File: config.mk
export PLATFORM = sky130hd
export DESIGN_NAME = pend_irq_ctrl
export DESIGN_NICKNAME = d
export VERILOG_FILES = /design/src/rtl/irq_ctl_pkg.sv /design/src/rtl/irq_pend_bank.sv /design/src/rtl/irq_mask_gate.sv /design/src/rtl/irq_prio_sel.sv /design/src/rtl/pend_irq_ctrl.sv
export SDC_FILE = /design/constraint.sdc
export NUM_CORES = 1
export LEC_CHECK = 0
export BUFFER_PORTS_ARGS = -buffer_cell sky130_fd_sc_hd__buf_2
export CORE_MARGIN = 2
export CORE_UTILIZATION = 45
export CTS_BUF_LIST = sky130_fd_sc_hd__clkbuf_4 sky130_fd_sc_hd__clkbuf_8 sky130_fd_sc_hd__clkbuf_16
export DETAILED_ROUTE_END_ITERATION = 6
export HOLD_SLACK_MARGIN = 0.02
export PLACE_DENSITY_LB_ADDON = 0.15
export RECOVER_POWER = 50
export SLEW_MARGIN = 10
export SYNTH_ARGS = -nofsm -noshare
export SYNTH_HDL_FRONTEND = slang
export SYNTH_HIERARCHICAL = 1
export SYNTH_SLANG_ARGS = --single-unit
File: constraint.sdc
create_clock -name clk -period 2.2 [get_ports clk]
set_clock_uncertainty 0.1 [all_clocks]
set_input_delay 0.11 -clock clk [delete_from_list [all_inputs] [get_ports clk]]
set_output_delay 0.11 -clock clk [all_outputs]
set_load 0.05 [all_outputs]
File: src/rtl/irq_ctl_pkg.sv
package irq_ctl_pkg;
  // spacing between entry addresses: each holds a two-byte jump
  localparam int VEC_STRIDE = 2;

  // set/clear command for the global enable
  typedef struct packed {
    logic set;
    logic clr;
  } gie_cmd_t;
endpackage

File: src/rtl/irq_pend_bank.sv
module irq_pend_bank #(
  parameter int N = 8
) (
  input  logic         clk,
  input  logic         rst_n,
  input  logic [N-1:0] req_i,
  input  logic [N-1:0] clr_i,
  output logic [N-1:0] pend_o
);
  for (genvar g = 0; g < N; g++) begin : g_latch
    logic q;
    always_ff @(posedge clk) begin
      if (!rst_n)        q <= 1'b0;
      else if (req_i[g]) q <= 1'b1;   // a new request beats a same-cycle clear
      else if (clr_i[g]) q <= 1'b0;
    end
    assign pend_o[g] = q;
  end
endmodule

File: src/rtl/irq_mask_gate.sv
module irq_mask_gate
  import irq_ctl_pkg::*;
#(
  parameter int N = 8
) (
  input  logic         clk,
  input  logic         rst_n,
  input  logic         en_wr_i,
  input  logic [N-1:0] en_wdata_i,
  input  gie_cmd_t     gie_cmd_i,
  input  logic [N-1:0] pend_i,
  output logic [N-1:0] act_o,
  output logic         gie_o
);
  logic [N-1:0] en_q;
  logic         gie_q;

  always_ff @(posedge clk) begin
    if (!rst_n)       en_q <= '0;
    else if (en_wr_i) en_q <= en_wdata_i;
  end

  always_ff @(posedge clk) begin
    if (!rst_n)              gie_q <= 1'b0;
    else if (gie_cmd_i.clr)  gie_q <= 1'b0;
    else if (gie_cmd_i.set)  gie_q <= 1'b1;
  end

  assign act_o = pend_i & en_q;
  assign gie_o = gie_q;
endmodule

File: src/rtl/irq_prio_sel.sv
module irq_prio_sel
  import irq_ctl_pkg::*;
#(
  parameter int N      = 8,
  parameter int ADDR_W = 14
) (
  input  logic [N-1:0]      act_i,
  output logic              any_o,
  output logic [N-1:0]      onehot_o,
  output logic [ADDR_W-1:0] vec_o
);
  localparam int IDX_W = (N > 1) ? $clog2(N) : 1;

  logic [IDX_W-1:0] idx;

  // scan downward so the lowest active index is the last one written
  always_comb begin
    idx = '0;
    for (int i = N - 1; i >= 0; i--) begin
      if (act_i[i]) idx = IDX_W'(i);
    end
  end

  assign any_o    = |act_i;
  assign onehot_o = any_o ? (N'(1) << idx) : '0;
  assign vec_o    = ADDR_W'((32'(idx) + 32'd1) * 32'(VEC_STRIDE));
endmodule

File: src/rtl/pend_irq_ctrl.sv
module pend_irq_ctrl
  import irq_ctl_pkg::*;
#(
  parameter int N      = 8,
  parameter int ADDR_W = 14
) (
  input  logic              clk,
  input  logic              rst_n,
  input  logic [N-1:0]      irq_req_i,
  input  logic              en_wr_i,
  input  logic [N-1:0]      en_wdata_i,
  input  logic              ei_i,
  input  logic              di_i,
  input  logic              reti_i,
  output logic              irq_valid_o,
  input  logic              irq_ready_i,
  output logic [ADDR_W-1:0] irq_vector_o,
  output logic              irq_pending_o
);
  logic [N-1:0] pend, act, win, clr;
  logic         any_act, gie, accept;
  gie_cmd_t     cmd;

  assign accept  = irq_valid_o & irq_ready_i;
  assign clr     = win & {N{accept}};
  assign cmd.set = ei_i | reti_i;
  assign cmd.clr = di_i | accept;

  irq_pend_bank #(.N(N)) bank_i (
    .clk(clk), .rst_n(rst_n), .req_i(irq_req_i), .clr_i(clr), .pend_o(pend)
  );

  irq_mask_gate #(.N(N)) gate_i (
    .clk(clk), .rst_n(rst_n), .en_wr_i(en_wr_i), .en_wdata_i(en_wdata_i),
    .gie_cmd_i(cmd), .pend_i(pend), .act_o(act), .gie_o(gie)
  );

  irq_prio_sel #(.N(N), .ADDR_W(ADDR_W)) sel_i (
    .act_i(act), .any_o(any_act), .onehot_o(win), .vec_o(irq_vector_o)
  );

  assign irq_valid_o   = gie & any_act;
  assign irq_pending_o = |pend;
endmodule

## After elaboration in Yosys (flattened, before gate mapping)

Cells that the tools add are included.

- Output and inout port bits: 16
- Input bits: 23
- Register bits after elaboration: 17
- Logic and storage cells: 55

- Bitwise operators: 7
- Add/sub/neg operators: 1
- Reductions and logical operators: 11
- Mux-type cells: 25
- Shift-type cells: 1

Operators by type and width:

| kind | count |
|---|---|
| two-way mux 3 bit | 8 |
| AND 8 bit | 2 |
| two-way mux 1 bit | 16 |
| nonzero test 2 bit | 8 |
| OR reduction 8 bit | 2 |
| two-way mux 8 bit | 1 |
| left shift 1 x 3 -> 8 bit, first input constant | 1 |
| adder 3 x 1 -> 4 bit, second input constant | 1 |
| AND 1 bit | 2 |
| bitwise OR 1 bit | 2 |
| OR reduction 2 bit | 1 |
| inverter 1 bit | 1 |

## Depth between registers and ports, before layout

Gate-level depths: netlist of the first run.

- Word-level depth: 14
- Gate-level depth with buffers: 11
- Depth with buffers taken out: 10

## Hierarchy

The synthesis of the first run kept the hierarchy.

By module, submodules not included:

| module | times used | sequential area each (sq um) | area each (sq um) | cells each |
|---|---|---|---|---|
| irq_pend_bank | 1 | 160.2 | 397.9 | 33 |
| irq_mask_gate | 1 | 180.2 | 382.9 | 36 |
| irq_prio_sel | 1 | 0.0 | 336.6 | 42 |
| pend_irq_ctrl | 1 | 0.0 | 110.1 | 16 |

## Worst setup path after synthesis of the first run

OpenSTA, ideal clock, no wires.

- Path kind: reg-to-output
- Start: register bank_i.g_latch[2].q
- End: output irq_vector_o[4]
- Arrival time: 2350 ps
- Slack: -360 ps
- Data required time: 1990 ps
- Cell stages (with the launch flop): 6
- Buffers on the path: 2
- Cell sequence: dfxtp_1 buf_4 and2_1 or4_4 buf_6 nor3_1

- Cells in the longest elaborated chain, start to end: 5

Ends and longest elaborated chain:

| element | line | source |
|---|---|---|
| from (decl) | irq_pend_bank.sv:11 | `logic q;` |
| from (signal assigned) | irq_pend_bank.sv:13 | `if (!rst_n) q <= 1'b0;` |
| from (signal assigned) | irq_pend_bank.sv:14 | `else if (req_i[g]) q <= 1'b1;` |
| from (signal assigned) | irq_pend_bank.sv:15 | `else if (clr_i[g]) q <= 1'b0;` |
| AND 8 bit | irq_mask_gate.sv:29 | `assign act_o = pend_i & en_q;` |
| via act[2] | pend_irq_ctrl.sv:20 | `logic [N-1:0] pend, act, win, clr;` |
| two-way mux 3 bit (3 in a row) | irq_prio_sel.sv:20 | `if (act_i[i]) idx = IDX_W'(i);` |
| adder 3 x 1 -> 4 bit | irq_prio_sel.sv:26 | `assign vec_o = ADDR_W'((32'(idx) + 32'd1) * 32'(VEC_STRIDE));` |
| to (decl) | pend_irq_ctrl.sv:17 | `output logic [ADDR_W-1:0] irq_vector_o,` |

The timed path passes the listed nets, and every way through them passes these cells.

## Worst setup path after layout of the first run

- Start: register bank_i.g_latch[2].q
- End: output irq_vector_o[3]

Same word-level chain as after synthesis.

==> results of run 1 <==
power breakdown:
group	switching (mW)	internal, mW
logic	0.150	0.131
registers	0.0139	0.329
clock network	0.109	0.0679
cells by family (layout without fill, tap and decap cells):
family | Yosys count | count (layout) | share of synthesized area [%]
simple gates | 57 | 57 | 36.09
buf+inv | 24 | 56 | 14.99
flops | 17 | 17 | 27.73
compound gates | 15 | 15 | 9.276
mux | 8 | 8 | 6.524
fa+ha+maj | 5 | 5 | 5.097
other cells | 1 | 10 | 0.3055
critical path: cells and delay by family (launching register included):
family | cells | cell delay (ns)
fa+ha+maj | 2 | 0.48
compound gates | 2 | 0.32
flops | 1 | 0.36
simple gates | 2 | 0.36
buf+inv | 1 | 0.13
worst max-delay path by stage:
stage	start	end	slack [ns]	cells after the start
after floorplan	bank_i/g_latch[2].q	bank_i/g_latch[0].q	0.02	10
after global placement	bank_i/g_latch[4].q	bank_i/g_latch[7].q	0.05	10
after detailed placement	bank_i/g_latch[4].q	bank_i/g_latch[7].q	-0.04	10
after CTS	bank_i/g_latch[0].q	irq_vector_o[3]	-0.02	5
after global routing	bank_i/g_latch[4].q	irq_vector_o[3]	-0.04	7
final	bank_i/g_latch[2].q	irq_vector_o[3]	0.04	7
synth_stat cells, drive strengths merged:
cell type | number | area share (%)
a211o | 1 | 0.71
and2b | 1 | 0.61
o21ai | 1 | 0.41
nor3b | 1 | 0.61
and3 | 1 | 0.51
conb | 1 | 0.31
o21a | 8 | 4.9
a211oi | 1 | 0.61
o21bai | 1 | 0.61
or4 | 1 | 0.92
nor4 | 3 | 2.8
dfxtp | 17 | 28
and2 | 25 | 13
o41ai | 1 | 0.71
nand2b | 1 | 1.1
buf | 22 | 14
nand2 | 1 | 0.31
or2 | 2 | 1.0
a21oi | 1 | 0.41
nor3 | 1 | 0.41
ha | 5 | 5.1
nor2b | 16 | 13
o41a | 1 | 0.92
mux2i | 8 | 6.5
inv | 2 | 0.61
nor2 | 4 | 1.4
per-stage QoR:
step,instances,utilization [%]
floorplan,136,-
global placement,174,50.89
detailed placement,174,50.89
CTS,195,60.22
global route,198,63.39
finish,198,63.39
state kept, by name (all words and copies together), names as in the netlist:
register and cells:
gate_i/gie_o 1, gate_i/en_q 8, bank_i/g_latch.q 8
timing repair:
| action | in CTS | in global routing |
|---|---|---|
| pin swaps | 1 | 8 |
| gates cloned | 0 | 0 |
| setup endpoints to repair | 3 | 11 |
| hold endpoints to repair | 17 | 0 |
| buffers inserted | 0 | 3 |
| gates resized for setup | 12 | 22 |
| hold buffers | 17 | 0 |
layout make-up:
type                    count  area, sq um
flip-flops and latches     17        346.6
clock inverters             1        5.005
fillers                   227        923.4
repair buffers             50        365.4
clock buffers               3        22.52
inverters                   2        7.507
multi-input cells          95        814.5
well taps                  30        37.54
layer usage:
layer / vias up / wire length (microns)
li1: 474 / -
met1: 412 / 1111
met2: 30 / 1182
met3: 2 / 117
met4: 0 / 29
met5: - / 0
==> flow_results.org, run 1 <==
** Global route
- The first global-routing pass estimated 3.808 mm of wire.
- Global routing consumed, on the met1 layer, 18.40% of the routing resources.
- Number of antenna violations at the first check in global routing :: 0
- Total routing usage reported by global routing :: 15.33%
- Global routing consumed, on the met2 layer, 25.88% of the routing resources.
- Most Crowded Layer GR :: met2
- Entering global routing, the biggest net connects 18 pins.
- For met3 alone, demand over resource in global routing was 3.256%.
- Number of global-route vias before repair :: 899
- Global routing finished with a remaining overflow of 0.

** Final layout
- The repair_antennas step left the layout with diodes totalling 0.
- Cells with a size suffix above 1 make up 45.83% of the layout.
- Area overhead of the layout relative to synthesis :: 30.27%
- The library cells used most frequently in the layout, excluding fill and tap cells, are buf_2 (23), dlygate4sd3_1 (17), and2_1 (13), dfxtp_1 (12), conb_1 (10).
- After the last flow step, the layout net total stands at 197.
- Area of all placed cells without fillers :: 0.001599 sq mm
- The library cell used most frequently in the layout, excluding fill and tap cells, is buf_2.

** Die
- The total area inside the core boundary comes to 0.002522 sq mm.
- Die area :: 0.003161 sq mm
- The floorplan step set the die height to 56.23 microns.
- After floorplanning, the core was divided into 18 placement rows.
- Initial Util :: 48.66%
- Io pins :: 39
- Die extent in x :: 56.23 microns

** Min path
- Hold EP :: bank_i/g_latch[2].q
- Worst Hold Class :: in2reg
- The worst hold path begins at rst_n.
- The worst hold path passes through 2 cells.

** Clock network
- CTS max path bufs :: 2
- After clock tree synthesis, the clock-pin slew on the worst setup and hold paths is 0.11 ns.
- Number of H-tree branching levels :: 1
- The tree is rooted in a clkbuf_4.
- TritonCTS built the clock tree.
- Clock sinks :: 17
- The clock reaches the later pin of the worst-skew pair after 0.31 ns.
- Buffers inserted during clock tree synthesis total 3.

** Detailed routing
- Mean number of vias per cell :: 4.636
- WL/cell :: 12.32 microns
- DRC Markers :: 0
- Overall routed net length :: 2.440 mm
- The detailed router finished its first iteration with 12 violations.
- Via total after detailed routing :: 918
- For this run, the detailed router's first-pass iteration total came to 4.
- The detail route stage leaves a number of antenna-violating nets equal to 0.

** Placed design
- At the end of routability-driven placement, the weighted congestion stood at 0.7116.
- Number of input and output port buffers inserted :: 28
- Half-perimeter wire length of the detailed placement result :: 1.755 mm
- The placed instances occupy a cell area of 0.001284 sq mm.
- Timing analysis after detailed placement gives a worst setup slack of -0.03569 ns.

** Timing
- Highest clock rate :: 463.6 MHz
- Hold timing on the final database bottoms out at a slack of 0.06587 ns.
- Transition time of the tightest slew-check pin :: 0.5894 ns
- The total count of hold-check failures in the final report was 0.
- In the finished design, the share of the clock period the worst path needs comes to 98.04%.
- Relative max-transition margin :: 60.88%
- Total negative slack :: 0 ns
- Minimum clock period :: 2.157 ns
- Number of endpoints failing setup at the final stage :: 0
- Across all setup checks in the final design, the least slack found is 0.04306 ns.
- Setup repair after global routing missed its margin :: yes
- Max-slew violation count :: 0

** Pwr
- Summed over all cells, the static leakage comes to 0.7450 nW.
- Power density normalized to cell area :: 501.1 mW/mm^2
- Overall power consumption after layout is estimated at 801.3 uW.
- VDD sags by at most 0.4039 mV.

** Worst setup path
- Counting cells, the worst reg-to-reg path comes to 7.
- Worst Path Class, Setup :: reg2out
- The worst setup path is captured at a primary output.
- Critical Path Fanout Max :: 5
- On the worst path, the slowest cell contributes a delay of 0.36 ns.
- The worst register-to-register path begins at bank_i/g_latch[0].q.
- STA puts the critical path data required time at 1.99 ns.
- The worst register-to-register path ends at bank_i/g_latch[4].q.
- For the worst setup path, the data arrival time is 1.95 ns.
- Among all stages on the critical path, the largest delay is contributed by dfxtp_2.
- The signal on the critical path passes through and2_4 > and2b_1 > o21bai_1 > o41ai_2 > ha_2 > ha_4 > buf_8.
- Across all register-to-register paths, the minimum setup slack is 0.11 ns.
- Type of origin of the critical path :: register

** Status
- Result of the run :: complete, no violations

** Synth
- Share of the yosys chip area belonging to registers :: 27.73%
- Mean cell area of the mapped netlist :: 9.665 sq um
- In this run, synthesis produced a sequential element count of 17.
- During synthesis, Yosys emitted a total of 6 warnings.
- After synthesis the cells add up to 0.001227 sq mm.
- Number of distinct library cell variants in the gate-level netlist after synthesis :: 32
- After technology mapping, the gate count stands at 127.

** Flow run
- Max-Cap Viols :: 0
Note: power is estimated with default switching activity, not from simulation.
==> run 2: changes to the inputs <==
--- a/config.mk
+++ b/config.mk
@@ -9,3 +9,3 @@
 export CORE_MARGIN = 2
-export CORE_UTILIZATION = 45
+export CORE_UTILIZATION = 50
 export CTS_BUF_LIST = sky130_fd_sc_hd__clkbuf_4 sky130_fd_sc_hd__clkbuf_8 sky130_fd_sc_hd__clkbuf_16
@@ -13,3 +13,3 @@
 export HOLD_SLACK_MARGIN = 0.02
-export PLACE_DENSITY_LB_ADDON = 0.15
+export PLACE_DENSITY = 0.79
 export RECOVER_POWER = 50
==> constraint.sdc (replaced) <==
create_clock -name clk -period 2.13 [get_ports clk]
set_clock_uncertainty 0.1 [all_clocks]
set_input_delay 0 -clock clk [delete_from_list [all_inputs] [get_ports clk]]
set_output_delay 0 -clock clk [all_outputs]
set_load 0.05 [all_outputs]
==> flow_results.org, run 2 (synthesis gave the netlist of run 1 again) <==
** Clock network
- Num CTS Buffers :: 3 (unchanged)
- The clock edge transition at the registers on the reported setup and hold paths came to 0.10 ns (about the same).
- The number of levels in the clock H-tree came to 1 (unchanged).
- The clock network latency to the later pin of the worst-skew pair is 0.30 ns (about the same).
- The number of buffers on the longest clock path is 2 (unchanged).
- Clock tree from TritonCTS :: yes
- Clock sinks :: 17 (unchanged)
- Root buffer cell :: clkbuf_4

** Final layout
- Diodes inserted :: 0 (unchanged)
- The final net count is 212 (+7.6%).
- The area taken by flip-flops and latches came to 346.6 sq um (unchanged).
- The count of fill cells added during filler insertion was 134 (-41%).
- In the layout the commonest cells are dlygate4sd3_1 (28), buf_2 (25), and2_1 (12), dfxtp_1 (12).
- The share of final-layout standard cells stronger than drive strength 1 came to 47.54% (+1.7 points).
- Area occupied by multi-input gates :: 879.6 sq um (+8.0%)
- Area overhead of the layout relative to synthesis :: 47.40%
- The library cell used most frequently in the layout, excluding fill and tap cells, is dlygate4sd3_1.

** Detailed routing
- Initial detailed-routing violation count :: 9 (-3)
- WL/cell :: 13.66 microns (+11%)
- The per-cell via count in the routed design was 4.882 (+5.3%).
- The number of search-and-repair iterations in the first detailed-routing pass was 4 (unchanged).
- The final wirelength came to 2.882 mm (+18%).
- Post-route antenna net violation count :: 0 (unchanged)
- DRC Markers :: 0 (unchanged)
- The via total after detailed routing was 1030 (+12%).

** Timing
- The setup slack after layout was -0.01000 ns (-0.05306 ns).
- The smallest clock period supported by the final layout is computed as 2.140 ns.
- Max-slew violation count :: 0 (unchanged)
- Number of endpoints failing setup at the final stage :: 1 (+1)
- Setup repair after global routing missed its margin :: yes
- Derived from the worst setup path, the maximum achievable clock frequency is 467.3 MHz.
- Final hold violation count :: 0 (unchanged)
- Final Hold Slack :: 0.1154 ns (+0.04951 ns)
- Of the available clock period, the critical path in the final layout requires 100.5%.

** Global route
- The total global routing overflow was 0 (unchanged).
- The number of antenna violations at the first check in global routing came to 0 (unchanged).
- The global-route wire length before repair came to 4.077 mm (+7.1%).
- The largest net degree at the start of global routing is 18 (unchanged).
- The number of global-route vias before repair was 988 (+9.9%).
- The total global-route track usage was 20.11% (+4.8 points).

** Die
- Area of the core region :: 0.002276 sq mm (-9.8%)
- Num rows :: 17 (-1)
- The die footprint was 0.002867 sq mm (-9.3%).
- Io pins :: 39 (unchanged)
- The initial standard-cell utilization of the core was 53.93% (+5.3 points).
- The horizontal die dimension came to 53.55 microns (-4.8%).
- Y dimension of the die :: 53.55 microns (-4.8%)

** Pwr
- The total power consumption of the routed design was 880.4 uW (+9.9%).
- Static Leakage :: 0.8401 nW (+13%)
- Power density normalized to cell area :: 486.6 mW/mm^2 (-2.9%)
- The worst IR drop on VDD is 0.3565 mV (-12%).

** Worst setup path
- The flop-to-flop setup slack was -0.01 ns (-0.12 ns).
- The total stage count of the critical path came to 9 (+2).
- Crit path top cell by count :: and2_4
- The data arrival time of the worst path was 2.24 ns (+0.29 ns).
- Critical path endpoint category :: register
- The worst register-to-register path begins at gate_i/en_q[2].
- Destination of the worst register-to-register timing path :: bank_i/g_latch[7].q
- The data required time of the worst path is 2.23 ns (+0.24 ns).
- Startpoint of the most critical setup path :: gate_i/en_q[2]
- Reg2Reg Depth :: 9 (+2)
- In this design, the largest share of critical-path delay is due to simple AND/OR/NAND/NOR gates.
- The delay of the slowest cell on the worst path came to 0.58 ns (+0.22 ns).
- The total buffers and inverters traversed by the critical path came to 1 (unchanged).
- Among all stages on the critical path, the largest delay is contributed by or4_4.
- Critical Path Fanout Max :: 4 (-1)
- Worst setup path end :: bank_i/g_latch[7].q
- The worst setup path is of the reg2reg kind.
- STA classifies the critical path startpoint as a register.
- The signal on the critical path passes through and2_4 > buf_6 > or4_4 > nor2_4 > ha_4 > and2_1 > and2_4 > nor2b_4 > o21a_1.

** Flow run
- Max-Cap Viols :: 0 (unchanged)

** Status
- The final reports fail on setup timing.
- Result of the run :: complete, but fails checks

** Min path
- Worst hold stages :: 4 (+2)
- The path class of the tightest hold or removal check is in2reg.

** Placed design
- The quantity of I/O buffers inserted on ports is 28 (unchanged).
- Half-perimeter wire length of the detailed placement result :: 1.648 mm (-6.1%)
- The final estimated routing congestion in global placement came to 0.8493 (+19%).
==> run 2: metrics by stage <==
stage / instance area, sq um / utilization (%) / setup WS [ns] / TNS, ns / instances
6_report: 1809 / 79.49 / -0.01000 / -0.01000 / 211
5_1_grt: 1809 / 79.49 / -0.05468 / -0.1910 / 211
2_1_floorplan: 1284 / - / -0.01635 / -0.09813 / 136
3_3_place_gp: 1320 / 58.00 / 0.04909 / 0 / 175
3_5_place_dp: 1320 / 58.00 / -0.02442 / -0.02442 / 175
4_1_cts: 1678 / 73.72 / 0.006417 / 0 / 208
==> run 2: how the worst min path moves through the flow <==
stage          slack [ns]    startpoint             endpoint
3_3_place_gp         0.11  irq_req_i[2]  bank_i/g_latch[2].q
3_5_place_dp         0.11  irq_req_i[2]  bank_i/g_latch[2].q
5_1_grt              0.12   irq_ready_i         gate_i/gie_o
4_1_cts              0.07   irq_ready_i         gate_i/gie_o
2_1_floorplan        0.02  irq_req_i[0]  bank_i/g_latch[0].q
6_report             0.12   irq_ready_i         gate_i/gie_o
==> run 2: worst reg2reg max path, stage by stage (launching register included) <==
cell and delay, ns:
dfxtp_2 0.33, and2_4 0.16, buf_6 0.11, or4_4 0.58
nor2_4 0.18, ha_4 0.13, and2_1 0.11, and2_4 0.15
nor2b_4 0.04, o21a_1 0.16
==> run 2: routing by layer <==
layer,vias to the layer above,track usage (%),wire (microns)
met1,489,21.61,1147
met5,-,0,0
met2,29,37.45,1559
met4,0,10.26,72
met3,7,3.333,102
li1,505,-,-
==> run 2: timing repair <==
item | 4_1_cts | 5_1_grt
buffers inserted | 1 | 2
hold buffers | 28 | 0
cloned | 0 | 1
resized for setup | 12 | 33
endpoints found under the setup margin | 4 | 12
endpoints found under the hold margin | 17 | 0
pin swaps | 2 | 6
==> run 2: layout make-up <==
type / instances / share of cell area (%)
well taps: 28 / 1.936
clock buffers: 4 / 1.660
inverters: 2 / 0.4149
multi-input cells: 96 / 48.62
flip-flops and latches: 17 / 19.16
repair buffers: 64 / 28.22
==> run 2: where the power goes <==
group | internal (mW) | switching (mW) | leakage (nW)
Clock | 0.0857 | 0.105 | 0.0184
Sequential | 0.340 | 0.0158 | 0.143
Combinational | 0.163 | 0.170 | 0.679
